$ cat src/rtl/flag_cond_pkg.sv
package flag_cond_pkg;

  typedef enum logic [2:0] {
    OP_ARITH = 3'd0,
    OP_LOGIC = 3'd1,
    OP_CMP   = 3'd2,
    OP_TEST  = 3'd3,
    OP_CLC   = 3'd4,
    OP_STC   = 3'd5,
    OP_CMC   = 3'd6,
    OP_NONE  = 3'd7
  } opClass_e;

  typedef enum logic [1:0] {
    CSRC_ALU  = 2'd0,
    CSRC_ZERO = 2'd1,
    CSRC_ONE  = 2'd2,
    CSRC_FLIP = 2'd3
  } carrySrc_e;

  typedef struct packed {
    logic      ldZ;
    logic      ldN;
    logic      ldC;
    logic      ldV;
    carrySrc_e cSrc;
  } flagStrobe_t;

  localparam int CC_W     = 4;
  localparam int CC_COUNT = 1 << CC_W;

  localparam logic [CC_W-1:0] CC_ALWAYS = 4'd0;
  localparam logic [CC_W-1:0] CC_Z      = 4'd1;
  localparam logic [CC_W-1:0] CC_NZ     = 4'd2;
  localparam logic [CC_W-1:0] CC_N      = 4'd3;
  localparam logic [CC_W-1:0] CC_NN     = 4'd4;
  localparam logic [CC_W-1:0] CC_C      = 4'd5;
  localparam logic [CC_W-1:0] CC_NC     = 4'd6;
  localparam logic [CC_W-1:0] CC_V      = 4'd7;
  localparam logic [CC_W-1:0] CC_NV     = 4'd8;
  localparam logic [CC_W-1:0] CC_UHI    = 4'd9;
  localparam logic [CC_W-1:0] CC_ULE    = 4'd10;
  localparam logic [CC_W-1:0] CC_SGE    = 4'd11;
  localparam logic [CC_W-1:0] CC_SLT    = 4'd12;
  localparam logic [CC_W-1:0] CC_SGT    = 4'd13;
  localparam logic [CC_W-1:0] CC_SLE    = 4'd14;
  localparam logic [CC_W-1:0] CC_NEVER  = 4'd15;

endpackage

$ cat src/rtl/flag_cond_ctrl.sv
module flag_cond_ctrl
  import flag_cond_pkg::*;
(
  input  logic        wrEn,
  input  logic [2:0]  opClass,
  output flagStrobe_t strobe
);

  opClass_e opSel;
  assign opSel = opClass_e'(opClass);

  always_comb begin
    strobe = '{ldZ: 1'b0, ldN: 1'b0, ldC: 1'b0, ldV: 1'b0, cSrc: CSRC_ALU};
    if (wrEn) begin
      unique case (opSel)
        OP_ARITH, OP_CMP: begin
          strobe.ldZ = 1'b1;
          strobe.ldN = 1'b1;
          strobe.ldC = 1'b1;
          strobe.ldV = 1'b1;
        end
        OP_LOGIC: begin
          strobe.ldZ = 1'b1;
          strobe.ldN = 1'b1;
        end
        OP_TEST: strobe.ldZ = 1'b1;
        OP_CLC: begin
          strobe.ldC  = 1'b1;
          strobe.cSrc = CSRC_ZERO;
        end
        OP_STC: begin
          strobe.ldC  = 1'b1;
          strobe.cSrc = CSRC_ONE;
        end
        OP_CMC: begin
          strobe.ldC  = 1'b1;
          strobe.cSrc = CSRC_FLIP;
        end
        OP_NONE: ;
        default: ;
      endcase
    end
  end

endmodule

$ cat src/rtl/flag_cond_dp.sv
module flag_cond_dp
  import flag_cond_pkg::*;
#(
  parameter int DATA_W = 16
) (
  input  logic              clk,
  input  logic              rstN,
  input  flagStrobe_t       strobe,
  input  logic [DATA_W-1:0] result,
  input  logic              carryIn,
  input  logic              overflowIn,
  input  logic [CC_W-1:0]   condCode,
  output logic [3:0]        flags,
  output logic              condTrue
);

  localparam int MSB = DATA_W - 1;

  logic flagZ, flagN, flagC, flagV;
  logic nextC;
  logic [CC_COUNT-1:0] condVec;

  always_comb begin
    unique case (strobe.cSrc)
      CSRC_ZERO: nextC = 1'b0;
      CSRC_ONE:  nextC = 1'b1;
      CSRC_FLIP: nextC = ~flagC;
      default:   nextC = carryIn;
    endcase
  end

  always_ff @(posedge clk or negedge rstN) begin
    if (!rstN) begin
      flagZ <= 1'b0;
      flagN <= 1'b0;
      flagC <= 1'b0;
      flagV <= 1'b0;
    end else begin
      if (strobe.ldZ) flagZ <= (result == '0);
      if (strobe.ldN) flagN <= result[MSB];
      if (strobe.ldC) flagC <= nextC;
      if (strobe.ldV) flagV <= overflowIn;
    end
  end

  assign flags = {flagZ, flagN, flagC, flagV};

  always_comb begin
    condVec           = '0;
    condVec[CC_ALWAYS] = 1'b1;
    condVec[CC_Z]     = flagZ;
    condVec[CC_NZ]    = ~flagZ;
    condVec[CC_N]     = flagN;
    condVec[CC_NN]    = ~flagN;
    condVec[CC_C]     = flagC;
    condVec[CC_NC]    = ~flagC;
    condVec[CC_V]     = flagV;
    condVec[CC_NV]    = ~flagV;
    condVec[CC_UHI]   = flagC & ~flagZ;
    condVec[CC_ULE]   = ~flagC | flagZ;
    condVec[CC_SGE]   = ~(flagN ^ flagV);
    condVec[CC_SLT]   = flagN ^ flagV;
    condVec[CC_SGT]   = ~flagZ & ~(flagN ^ flagV);
    condVec[CC_SLE]   = flagZ | (flagN ^ flagV);
    condVec[CC_NEVER] = 1'b0;
  end

  assign condTrue = condVec[condCode];

  // the always code passes whatever the flags hold
  a_r11_always_true: assert property (@(posedge clk) disable iff (!rstN)
    (condCode == CC_ALWAYS) |-> condTrue);

  // the never code blocks whatever the flags hold
  a_r11_never_false: assert property (@(posedge clk) disable iff (!rstN)
    (condCode == CC_NEVER) |-> !condTrue);

  // signed greater and signed less-or-equal are complementary
  a_r10_sgt_excl: assert property (@(posedge clk) disable iff (!rstN)
    (condCode == CC_SGT && condTrue) |-> !condVec[CC_SLE]);

endmodule

$ cat src/rtl/flag_cond_unit.sv
module flag_cond_unit
  import flag_cond_pkg::*;
#(
  parameter int DATA_W = 16
) (
  input  logic              clk,
  input  logic              rstN,
  input  logic              wrEn,
  input  logic [2:0]        opClass,
  input  logic [DATA_W-1:0] result,
  input  logic              carryIn,
  input  logic              overflowIn,
  input  logic [3:0]        condCode,
  input  logic              instrValid,
  output logic              condTrue,
  output logic              issueEn,
  output logic [3:0]        flags
);

  flagStrobe_t strobe;

  flag_cond_ctrl u_ctrl (
    .wrEn    (wrEn),
    .opClass (opClass),
    .strobe  (strobe)
  );

  flag_cond_dp #(.DATA_W(DATA_W)) u_dp (
    .clk        (clk),
    .rstN       (rstN),
    .strobe     (strobe),
    .result     (result),
    .carryIn    (carryIn),
    .overflowIn (overflowIn),
    .condCode   (condCode),
    .flags      (flags),
    .condTrue   (condTrue)
  );

  assign issueEn = instrValid & condTrue;

  // a logic operation leaves overflow and carry alone
  a_r3_logic_keeps_cv: assert property (@(posedge clk) disable iff (!rstN)
    (wrEn && opClass == OP_LOGIC) |=> $stable(flags[1:0]));

  // a test operation touches only Z
  a_r5_test_only_z: assert property (@(posedge clk) disable iff (!rstN)
    (wrEn && opClass == OP_TEST) |=> $stable(flags[2:0]));

  // set-carry ends with C high and the other flags held
  a_r6_stc_sets_c: assert property (@(posedge clk) disable iff (!rstN)
    (wrEn && opClass == OP_STC) |=> (flags[1] && $stable(flags[3:2]) && $stable(flags[0])));

  // complement-carry flips C
  a_r6_cmc_flips_c: assert property (@(posedge clk) disable iff (!rstN)
    (wrEn && opClass == OP_CMC) |=> (flags[1] != $past(flags[1])));

  // no write leaves every flag unchanged
  a_r7_idle_holds: assert property (@(posedge clk) disable iff (!rstN)
    (!wrEn || opClass == OP_NONE) |=> $stable(flags));

  // an invalid slot never issues
  a_r13_no_issue_when_idle: assert property (@(posedge clk) disable iff (!rstN)
    !instrValid |-> !issueEn);

endmodule

$ cat config.mk
export PLATFORM = sky130hd
export DESIGN_NAME = flag_cond_unit
export DESIGN_NICKNAME = d
export VERILOG_FILES = /design/src/rtl/flag_cond_pkg.sv /design/src/rtl/flag_cond_ctrl.sv /design/src/rtl/flag_cond_dp.sv /design/src/rtl/flag_cond_unit.sv
export SDC_FILE = /design/constraint.sdc
export NUM_CORES = 1
export LEC_CHECK = 0
export ABC_CLOCK_PERIOD_IN_PS = 1800
export BUFFER_PORTS_ARGS = -buffer_cell sky130_fd_sc_hd__buf_4
export CAP_MARGIN = 20
export CORE_AREA = 2 2 39 41
export CTS_CLUSTER_DIAMETER = 100
export CTS_CLUSTER_SIZE = 14
export DETAILED_ROUTE_END_ITERATION = 10
export DIE_AREA = 0 0 41 43
export GPL_TIMING_DRIVEN = 0
export HOLD_SLACK_MARGIN = 0.1
export MAX_ROUTING_LAYER = met4
export PLACE_DENSITY = 0.82
export SYNTH_ARGS = -nofsm -noshare
export SYNTH_HDL_FRONTEND = slang
export SYNTH_SLANG_ARGS = --single-unit
$ cat constraint.sdc
create_clock -name clk -period 1.8 [get_ports clk]
set_clock_uncertainty 0.15 [all_clocks]
set_input_delay 0 -clock clk [delete_from_list [all_inputs] [get_ports clk]]
set_output_delay 0 -clock clk [all_outputs]
set_load 0.01 [all_outputs]
Word-level counts from Yosys, hierarchy flattened
Index checks and enable logic that the tools add are counted.
- memories: 0
- logic and storage cells: 40
- RAM bits: 0
- flip-flop bits (word level): 4
- memory bits (read-only): 0
- output and inout bits: 6
- bits in latches: 0
- input bits: 29
- $mul: 0
- reductions and logical operators: 6
- order comparisons: 1
- shift-type cells: 0
- $add $sub $neg: 0
- muxes and demuxes: 9
- bitwise operators: 11
- equal/unequal tests: 9
- divide/modulo/power cells: 0
- operators by type and width (operator ; count):
    $logic_not A16 Y1 ; 1
    $eq A3 B3 Y1 const B ; 3
    $eq A3 B2 Y1 const B ; 2
    $mux W6 ; 1
    $pmux W2 S3 ; 1
    $lt A4 B5 Y1 const B ; 1
    $mux W1 ; 5
    $not A1 Y1 ; 5
    $reduce_or A5 Y1 ; 1
    $bmux W1 S4 ; 1
    $eq A2 B2 Y1 const B ; 2
    $reduce_or A4 Y1 ; 1
    $and A1 B1 Y1 ; 3
    $eq A3 B1 Y1 const B ; 1
    $logic_not A3 Y1 ; 1
    $pmux W1 S3 ; 1
    $reduce_or A3 Y1 ; 1
    $eq A2 B1 Y1 const B ; 1
    $or A1 B1 Y1 ; 2
    $reduce_or A2 Y1 ; 1
    $xor A1 B1 Y1 ; 1

Logic depth before layout (Yosys ltp)
Gate-level depths: netlist of the first run.
- depth after elaboration: 6
- gate-level depth with buffers: 6
- depth with buffers taken out: 5

Modules after synthesis
Synthesis of the first run repeated with hierarchy kept, for this count alone.
- cells, all modules: 57
- area total of the unflattened synthesis: 442.9 um2
- modules (own cells, without submodules) (module ; area each (um2) ; times used ; seq. area each (um2) ; cells each):
    flag_cond_dp ; 384.1 ; 1 ; 100.1 ; 46
    flag_cond_ctrl ; 52.6 ; 1 ; 0.0 ; 10
    flag_cond_unit ; 6.3 ; 1 ; 0.0 ; 1

Worst setup path after synthesis of the first run
Ideal clock, no wire load.
- path type: register -> output
- start point: register u_dp.flagN
- end point: output port issueEn
- buffers on the path: 0
- stages on the path, launching flop included: 6
- data required time: 1.650 ns
- path slack: 0.307 ns
- arrival: 1.343 ns
- cells stage by stage: dfrtp_1 > xnor2_1 > nand2_1 > o311ai_1 > o32ai_1 > nor3b_1
- word-level cells in the longest chain between the ends: 6
- elaborated cells between the ends (all ways): 8
- those cells by class: mux (2); bitwise (6)
- RTL lines (element ; line ; text):
    from (decl) ; flag_cond_dp.sv:19 ; logic flagZ, flagN, flagC, flagV;
    from (signal assigned) ; flag_cond_dp.sv:40 ; if (strobe.ldN) flagN <= result[MSB];
    $xor A1 B1 Y1 ; -- ;
    $not A1 Y1 ; flag_cond_dp.sv:61, flag_cond_dp.sv:63 ;
    $and A1 B1 Y1 ; flag_cond_dp.sv:63 ; condVec[CC_SGT] = ~flagZ & ~(flagN ^ flagV);
    $bmux W1 S4 (*) ; flag_cond_dp.sv:68 ; assign condTrue = condVec[condCode];
    $mux W1 (not written as such) (*) ; flag_cond_dp.sv:68 ;
    $and A1 B1 Y1 (*) ; flag_cond_unit.sv:40 ; assign issueEn = instrValid & condTrue;
    to (decl) ; flag_cond_unit.sv:16 ; output logic issueEn,
Mark *: on every way between the ends. The rest lies on a longest branch, timed or not. The select of a mux whose other input is x is not followed.

Worst setup path in the final report of the first run
- start point: input port wrEn
- end point: register u_dp.flagN
- word-level cells in the longest chain between the ends: 1
- RTL lines (element ; line ; text):
    from (decl) ; flag_cond_unit.sv:8 ; input logic wrEn,
    $mux W6 ; flag_cond_ctrl.sv:14 ; if (wrEn) begin
No other way between the ends.
A chain may end at the register's enable or synchronous reset.

==> results.py, run 1 <==
metrics = {
    "floorplan": {
        "fp.dieH_um": 43,
        "num_rows": 14,
        "dieArea_um2": 1760,
        "die_w_um": 41,
        "start_util": 0.320,
        "io_pins": 35,
        "core_um2": 1380,
    },
    "job": {
        "drv.max_cap_violation_count": 0,
    },
    "yosys": {
        "synth_compound_area_frac": 0.305,
        "synth-seq-cells": 4,
        "synth_fa_ha_area_frac": 0,
        "synth_area_per_cell_um2": 7.77,
        "synth_mux_area_frac": 0.0763,
        "yosys.area_share.simple": 0.243,
        "synthCells": 57,
        "synthXorXnorAreaFrac": 0.0198,
        "syn-num-nets": 86,
        "ys_types": 31,
        "ys_seq_area_frac": 0.226,
        "yosys_warnings": 0,
        "syn_area_um2": 443,
        "synth_top_family_by_area": "compound AO/OA/AOI/OAI gates",
    },
    "worst_setup_path": {
        "cp.required_ps": 1770,
        "critical_path.max_stage_delay_ps": 560,
        "worst-setup-path-type": "primary input to flop",
        "critPathArrivalTime_ps": 1860,
        "end_kind": "flop",
        "crit_slowest_cell": "dlygate4sd3_1",
        "critPathLaunchType": "primary input",
        "path_cells": "dlygate4sd3_1 > buf_4 > nand2b_1 > a21oi_2 > mux2_2 > dlygate4sd3_1",
        "worstPathMaxFanout": 3,
        "crit_buf_inv": 3,
        "worst_path_most_repeated_cell": "dlygate4sd3_1",
        "critical-path-top-delay-family": "buffers and inverters",
    },
    "cells_and_area": {
        "final_common_cell": "buf_4",
        "syn2layout_area_growth_pct": 132,
        "layout_common_cells": "buf_4 (37), dlygate4sd3_1 (25), nand2_1 (4), nor2_1 (4)",
        "final_cells": 134,
        "drive_gt1_frac": 0.466,
        "fin_nets": 149,
        "fin_util": 0.743,
        "n_antenna_cell": 0,
    },
    "power": {
        "p_per_area_nw_per_um2": 512,
        "power_leakage_nw": 0.461,
        "ir_worst_vdd_uv": 389,
    },
    "sta": {
        "finalSetupViolations": 5,
        "hold_violations": 0,
        "fmax_mhz": 528,
        "drv_slew": 0,
        "fin_crit_sh": 1.05,
        "whs_ps": 217,
        "rsz0062_at_grt": "true",
        "fin_tns_setup_ps": -342,
        "min_period_ps": 1890,
        "tightest_slew_ps": 360,
        "maxSlewHeadroom": 0.758,
        "setup_slack_ps": -94.5,
    },
    "min_path": {
        "worstHoldPathType": "primary input to primary output",
    },
    "clock_tree": {
        "clock_path_buffers": 2,
        "path_clk_slew_ps": 40,
        "insertion_delay_ps": 240,
        "cts.sinks": 4,
        "cts_htree_levels": 1,
        "tritoncts": "built",
        "clockRootBuffer": "clkbuf_4",
        "numCtsBuffers": 3,
    },
    "drt": {
        "topRoutingLayerUsed": "met4",
        "wl_um": 2250,
        "vias": 744,
        "drt-pass1-iter-count": 4,
        "route.met2.wl_um": 1200,
        "drc": 0,
        "via_per_inst": 5.55,
        "wl_per_cell_um": 16.8,
        "wirelength_met1_um": 808,
        "met3_length_um": 170,
        "drtIter0Drc": 7,
        "final_antenna_net_count": 0,
    },
    "placed_design": {
        "hpwl_um": 954,
        "post-place-ws_ps": 185,
        "place_congestion": 0.632,
        "dp.cells": 105,
        "portBuffers": 32,
    },
    "global_route": {
        "grt_pass1_wl_um": 2850,
        "grt_max_degree": 10,
        "grt_pass1_vias": 673,
        "antenna_found_initial": 0,
        "grt_usage": 0.249,
        "overflow": 0,
    },
    "run_status": {
        "outcome": "finished, violations left",
        "violations": "negative setup slack",
    },
}
registers in the layout (all words and copies together), names as in the netlist:
signal,cells
u_dp.flagC,1
u_dp.flagN,1
u_dp.flagZ,1
u_dp.flagV,1
power breakdown:
group	switching, mW	total [mW]	leakage [nW]	internal [mW]
sequential	0.0235	0.128	0.0476	0.104
clock	0.0400	0.115	0.0138	0.0748
combinational	0.109	0.285	0.399	0.175
metrics by stage:
stage / total power, mW / area (um2)
after floorplan: 0.224 / 443
final: 0.527 / 1030
after CTS: 0.478 / 935
after global placement: 0.311 / 703
after detailed placement: 0.316 / 703
after global routing: 0.556 / 1030
metal layers:
metal / up-vias / GRT usage
li1: 333 / -
met1: 344 / 0.305
met2: 58 / 0.363
met3: 9 / 0.0366
met4: 0 / 0.160
met5: - / -
final cells by class:
class                      count  area, um2
multi-input combinational     44        328
timing repair buffer          58        498
tap                           16       20.0
sequential                     4        103
buffer                         6       46.3
fill                          85        355
clock buffer                   3       22.5
inverter                       3       11.3
worst reg2reg max path, stage by stage (launching register included):
cell           delay [ps]
dfrtp_2               440
buf_4                 160
mux2_2                280
dlygate4sd3_1         560
cell usage after synthesis, drive strengths merged:
| cell | instances | area share |
|---|---|---|
| buf | 6 | 0.10 |
| o21ai | 6 | 0.068 |
| a21oi | 4 | 0.045 |
| dfrtp | 4 | 0.23 |
| nand2 | 4 | 0.034 |
| nor2 | 4 | 0.034 |
| nor4 | 4 | 0.056 |
| inv | 3 | 0.025 |
| mux2 | 3 | 0.076 |
| a22oi | 2 | 0.034 |
| nand2b | 2 | 0.028 |
| a21o | 1 | 0.017 |
| a311oi | 1 | 0.034 |
| a31oi | 1 | 0.014 |
| and2 | 1 | 0.014 |
| nand3b | 1 | 0.017 |
| nand4 | 1 | 0.014 |
| nor2b | 1 | 0.014 |
| nor3b | 1 | 0.017 |
| o211ai | 1 | 0.017 |
| o21a | 1 | 0.017 |
| o311ai | 1 | 0.020 |
| o31a | 1 | 0.020 |
| o32ai | 1 | 0.020 |
| or2 | 1 | 0.014 |
| xnor2 | 1 | 0.020 |
path summary, 6_finish.rpt:
path | start | endpoint | slack (ps) | cells after the start
max | wrEn | u_dp.flagN | -90 | 6
min | instrValid | issueEn | 220 | 3
max reg2reg | u_dp.flagN | u_dp.flagN | 90 | 3
min reg2reg | u_dp.flagZ | u_dp.flagZ | 550 | 2
max in group asynchronous | rstN | u_dp.flagN | 750 | 3
min in group asynchronous | rstN | u_dp.flagC | 550 | 3
cells by family (layout without fill, tap and decap cells):
kind of cell,after synthesis,in the layout
flops,4,4
buf+inv,9,70
simple gates,20,20
compound gates,20,20
mux,3,3
xor+xnor,1,1
repair_timing:
action	CTS	global route
hold buffers	20	8
endpoints found under the hold margin	8	1
pin swaps	0	2
gates resized for setup	1	9
buffers inserted	1	0
cloned	0	0
endpoints found under the setup margin	2	5
(Power assumes the default switching activity.)
==> run 2: changes to the inputs <==
- CELL_PAD_IN_SITES_DETAIL_PLACEMENT: not set -> 0
- CELL_PAD_IN_SITES_GLOBAL_PLACEMENT: not set -> 2
- CORE_AREA: 2 2 39 41 -> not set
- CORE_ASPECT_RATIO: not set -> 0.75
- CORE_MARGIN: not set -> 2
- CORE_UTILIZATION: not set -> 18
- DIE_AREA: 0 0 41 43 -> not set
- PLACE_DENSITY: 0.82 -> 0.88
==> results.py, run 2 (synthesis results as in run 1) <==
metrics = {
    "run_status": {
        "outcome": "finished, violations left",
        "violations": "negative setup slack",
    },
    "placed_design": {
        "dp.cells": 123,
        "place_congestion": 0.728,
        "placed_cell_area_um2": 726,
        "post-place-ws_ps": 155,
        "hpwl_um": 1040,
        "portBuffers": 32,
    },
    "sta": {
        "fin_tns_setup_ps": -92.3,
        "maxSlewHeadroom": 0.812,
        "rsz0062_at_grt": "true",
        "tightest_slew_ps": 281,
        "min_period_ps": 1850,
        "finalSetupViolations": 2,
        "fmax_mhz": 542,
        "hold_violations": 0,
        "setup_slack_ps": -46.6,
        "whs_ps": 188,
        "fin_crit_sh": 1.03,
        "drv_slew": 0,
    },
    "power": {
        "power_frac_seq": 0.242,
        "ir_worst_vdd_uv": 294,
        "p_sw_mw": 0.163,
        "power_frac_comb": 0.532,
        "p_int_mw": 0.362,
        "p_clk_frac": 0.226,
        "p_per_area_nw_per_um2": 505,
        "finalPower_mw": 0.526,
        "power_leakage_nw": 0.483,
        "switching_share": 0.311,
    },
    "drt": {
        "wl_per_cell_um": 11.4,
        "drtIter0Drc": 7,
        "final_antenna_net_count": 0,
        "wl_um": 1710,
        "drc": 0,
        "vias": 659,
        "drt-pass1-iter-count": 5,
        "via_per_inst": 4.39,
    },
    "floorplan": {
        "num_rows": 15,
        "io_pins": 35,
        "die_w_um": 61.3,
        "start_util": 0.192,
        "dieArea_um2": 2880,
        "core_um2": 2310,
        "fp.dieH_um": 47.0,
    },
    "clock_tree": {
        "numCtsBuffers": 3,
        "cts_htree_levels": 1,
        "cts.sinks": 4,
        "tritoncts": "built",
        "clockRootBuffer": "clkbuf_4",
        "clock_path_buffers": 2,
        "path_clk_slew_ps": 40,
        "insertion_delay_ps": 240,
    },
    "job": {
        "drv.max_cap_violation_count": 0,
    },
    "min_path": {
        "worstHoldPathType": "primary input to flop",
        "hp-start": "result[10]",
    },
    "worst_setup_path": {
        "critical_path.max_stage_delay_ps": 440,
        "worst-setup-path-type": "flop to primary output",
        "critPathLaunchType": "flop",
        "startpoint": "u_dp.flagN",
        "path_cells": "nor2b_4 > and2_0 > o31a_1 > a311oi_2 > nor3b_2 > buf_4",
        "end_kind": "primary output",
        "worstPathMaxFanout": 5,
        "critPathArrivalTime_ps": 1700,
        "crit_slowest_cell": "dfrtp_2",
        "rr_startpoint": "u_dp.flagN",
        "cp.required_ps": 1650,
    },
    "cells_and_area": {
        "n_antenna_cell": 0,
        "final_cells": 150,
        "fin_area_um2": 1040,
        "final_common_cell": "buf_4",
        "drive_gt1_frac": 0.491,
        "layout_common_cells": "buf_4 (38), dlygate4sd3_1 (21), nand2_1 (4), nor2_1 (4)",
        "fin_util": 0.451,
        "fin_nets": 147,
        "syn2layout_area_growth_pct": 135,
    },
    "global_route": {
        "grt_pass1_wl_um": 2700,
        "antenna_found_initial": 0,
        "grt_usage": 0.134,
        "grt_pass1_vias": 644,
        "overflow": 0,
        "grt_max_degree": 10,
    },
}
run 2: path summary, 6_finish.rpt:
check | slack, ps | cells after the start | to
max in group asynchronous | 750 | 3 | u_dp.flagV
min in group asynchronous | 560 | 3 | u_dp.flagC
setup reg to reg | 110 | 3 | u_dp.flagN
hold / removal | 190 | 5 | u_dp.flagZ
setup / recovery | -50 | 6 | issueEn
hold reg to reg | 490 | 2 | u_dp.flagC
run 2: power groups by stage:
stage | registers (mW) | clock network (mW) | logic [mW]
6_report | 0.127 | 0.119 | 0.280
5_1_grt | 0.131 | 0.123 | 0.302
4_1_cts | 0.128 | 0.121 | 0.255
3_5_place_dp | 0.126 | 0 | 0.194
3_3_place_gp | 0.125 | 0 | 0.191
2_1_floorplan | 0.118 | 0 | 0.105
run 2: final cells by class:
cell class | instances | area (um2)
Fill cell | 227 | 1270
Timing Repair Buffer | 56 | 478
Multi-Input combinational cell | 44 | 338
Sequential cell | 4 | 103
Buffer | 6 | 46.3
Tap cell | 34 | 42.5
Clock buffer | 3 | 22.5
Inverter | 3 | 11.3
run 2: worst max-delay path, delay by kind of cell, from the launching register on:
family          cells  cell delay [ps]
compound gates      2              490
buf+inv             1              150
flops               1              440
simple gates        3              360
run 2: repair_timing:
item,in CTS,in global routing
hold buffers,20,3
setup buffers,1,1
pin swaps,2,3
hold endpoints to repair,8,1
gates resized for setup,7,6
setup endpoints to repair,2,4
run 2: per-layer routing:
metal | vias to the layer above | global-route usage | routed length, um
met5 | - | - | 0
met4 | 0 | 0.0522 | 27
met3 | 4 | 0.0303 | 124
met2 | 31 | 0.243 | 863
met1 | 293 | 0.143 | 689
li1 | 331 | - | -
==> run 3: changes to the inputs <==
- GPL_TIMING_DRIVEN: 0 -> not set
==> results.py, run 3 (synthesis results as in run 1) <==
metrics = {
    "run_status": {
        "outcome": "finished, violations left",
        "violations": "negative setup slack",
    },
    "cells_and_area": {
        "fin_area_um2": 982,
        "multi_input_area_um2": 332,
        "final_common_cell": "buf_4",
        "syn2layout_area_growth_pct": 122,
        "fin_util": 0.425,
        "nFillCells": 226,
        "layout_common_cells": "buf_4 (36), dlygate4sd3_1 (20), o21ai_0 (4), nand2_1 (4), nor2_1 (4)",
        "seqCellArea_um2": 104,
        "drive_gt1_frac": 0.482,
        "fin_nets": 141,
        "n_antenna_cell": 0,
    },
    "global_route": {
        "overflow": 0,
        "grt_usage": 0.121,
        "grt_pass1_wl_um": 2420,
        "grt_pass1_vias": 593,
        "antenna_found_initial": 0,
        "grt_max_degree": 10,
    },
    "placed_design": {
        "placed_cell_area_um2": 694,
        "post-place-ws_ps": 175,
        "hpwl_um": 1030,
        "place_congestion": 0.700,
        "portBuffers": 34,
    },
    "clock_tree": {
        "clockRootBuffer": "clkbuf_4",
        "cts.sinks": 4,
        "path_clk_slew_ps": 30,
        "insertion_delay_ps": 230,
        "numCtsBuffers": 3,
        "cts_htree_levels": 1,
        "tritoncts": "built",
        "clock_path_buffers": 2,
    },
    "drt": {
        "wl_per_cell_um": 11.0,
        "vias": 607,
        "wl_um": 1590,
        "drtIter0Drc": 8,
        "drt-pass1-iter-count": 3,
        "via_per_inst": 4.22,
        "final_antenna_net_count": 0,
        "drc": 0,
    },
    "sta": {
        "setup_slack_ps": -39.3,
        "rsz0062_at_grt": "true",
        "fin_crit_sh": 1.02,
        "maxSlewHeadroom": 0.816,
        "drv_slew": 0,
        "tightest_slew_ps": 276,
        "hold_violations": 0,
        "min_period_ps": 1840,
        "fmax_mhz": 544,
        "whs_ps": 216,
        "finalSetupViolations": 1,
    },
    "worst_setup_path": {
        "worstPathMaxFanout": 4,
        "crit_slowest_cell": "dfrtp_2",
        "critPathLaunchType": "flop",
        "end_kind": "primary output",
        "critical-path-top-delay-family": "flip-flops",
        "critPathArrivalTime_ps": 1690,
        "path_cells": "xnor2_2 > nand2_1 > o311ai_2 > o32ai_2 > nor3b_1 > buf_4",
        "critical_path.max_stage_delay_ps": 440,
        "cp.required_ps": 1650,
        "worst-setup-path-type": "flop to primary output",
        "crit_buf_inv": 1,
    },
    "floorplan": {
        "num_rows": 15,
        "die_w_um": 61.3,
        "dieArea_um2": 2880,
        "core_um2": 2310,
        "start_util": 0.192,
        "io_pins": 35,
        "fp.dieH_um": 47.0,
    },
    "power": {
        "finalPower_mw": 0.487,
        "ir_worst_vdd_uv": 301,
        "p_per_area_nw_per_um2": 496,
        "power_leakage_nw": 0.433,
    },
    "min_path": {
        "worstHoldPathType": "primary input to primary output",
    },
    "job": {
        "drv.max_cap_violation_count": 0,
    },
}
[run 3: per-layer routing]
| metal | global-route usage | wire (um) | share of wire | up-vias |
|---|---|---|---|---|
| met5 | - | 0 | 0 | - |
| met4 | 0.0391 | 8 | 0.0050 | 0 |
| met3 | 0.0303 | 119 | 0.075 | 2 |
| met2 | 0.230 | 814 | 0.51 | 28 |
| met1 | 0.121 | 642 | 0.41 | 259 |
| li1 | - | - | - | 318 |
[run 3: final timing paths]
kind / start / depth (start not counted) / end / slack (ps)
hold reg to reg: u_dp.flagC / 2 / u_dp.flagC / 460
setup / recovery: u_dp.flagN / 6 / issueEn / -40
hold / removal: instrValid / 3 / issueEn / 220
max in group asynchronous: rstN / 3 / u_dp.flagN / 790
min in group asynchronous: rstN / 3 / u_dp.flagC / 520
setup reg to reg: u_dp.flagN / 3 / u_dp.flagN / 140
[run 3: report_power, final]
| group | internal [mW] | switching (mW) |
|---|---|---|
| logic | 0.159 | 0.0922 |
| clock network | 0.0743 | 0.0332 |
| registers | 0.105 | 0.0233 |
| total | 0.339 | 0.149 |
[run 3: area by class of cell]
cell class / instances / share of cell area
clock buffer: 3 / 0.0229
inverter: 3 / 0.0115
multi-input combinational: 44 / 0.338
sequential: 4 / 0.106
tap: 34 / 0.0433
timing repair buffer: 56 / 0.479
[run 3: what timing repair did]
item,CTS,global route
gates resized for setup,1,10
setup endpoints to repair,2,5
cloned,0,0
endpoints found under the hold margin,8,1
hold buffers,20,1
buffers inserted,2,0
pin swaps,0,1
[run 3: per-stage QoR]
stage          cells  setup TNS [ps]
6_report         144           -39.3
5_1_grt          144            -202
4_1_cts          144           -66.8
3_5_place_dp     119               0
3_3_place_gp     119               0
2_1_floorplan     57               0
[run 3: worst min-delay path, delay by kind of cell]
kind          cells  cell delay [ps]
buf+inv           2              240
simple gates      1              130
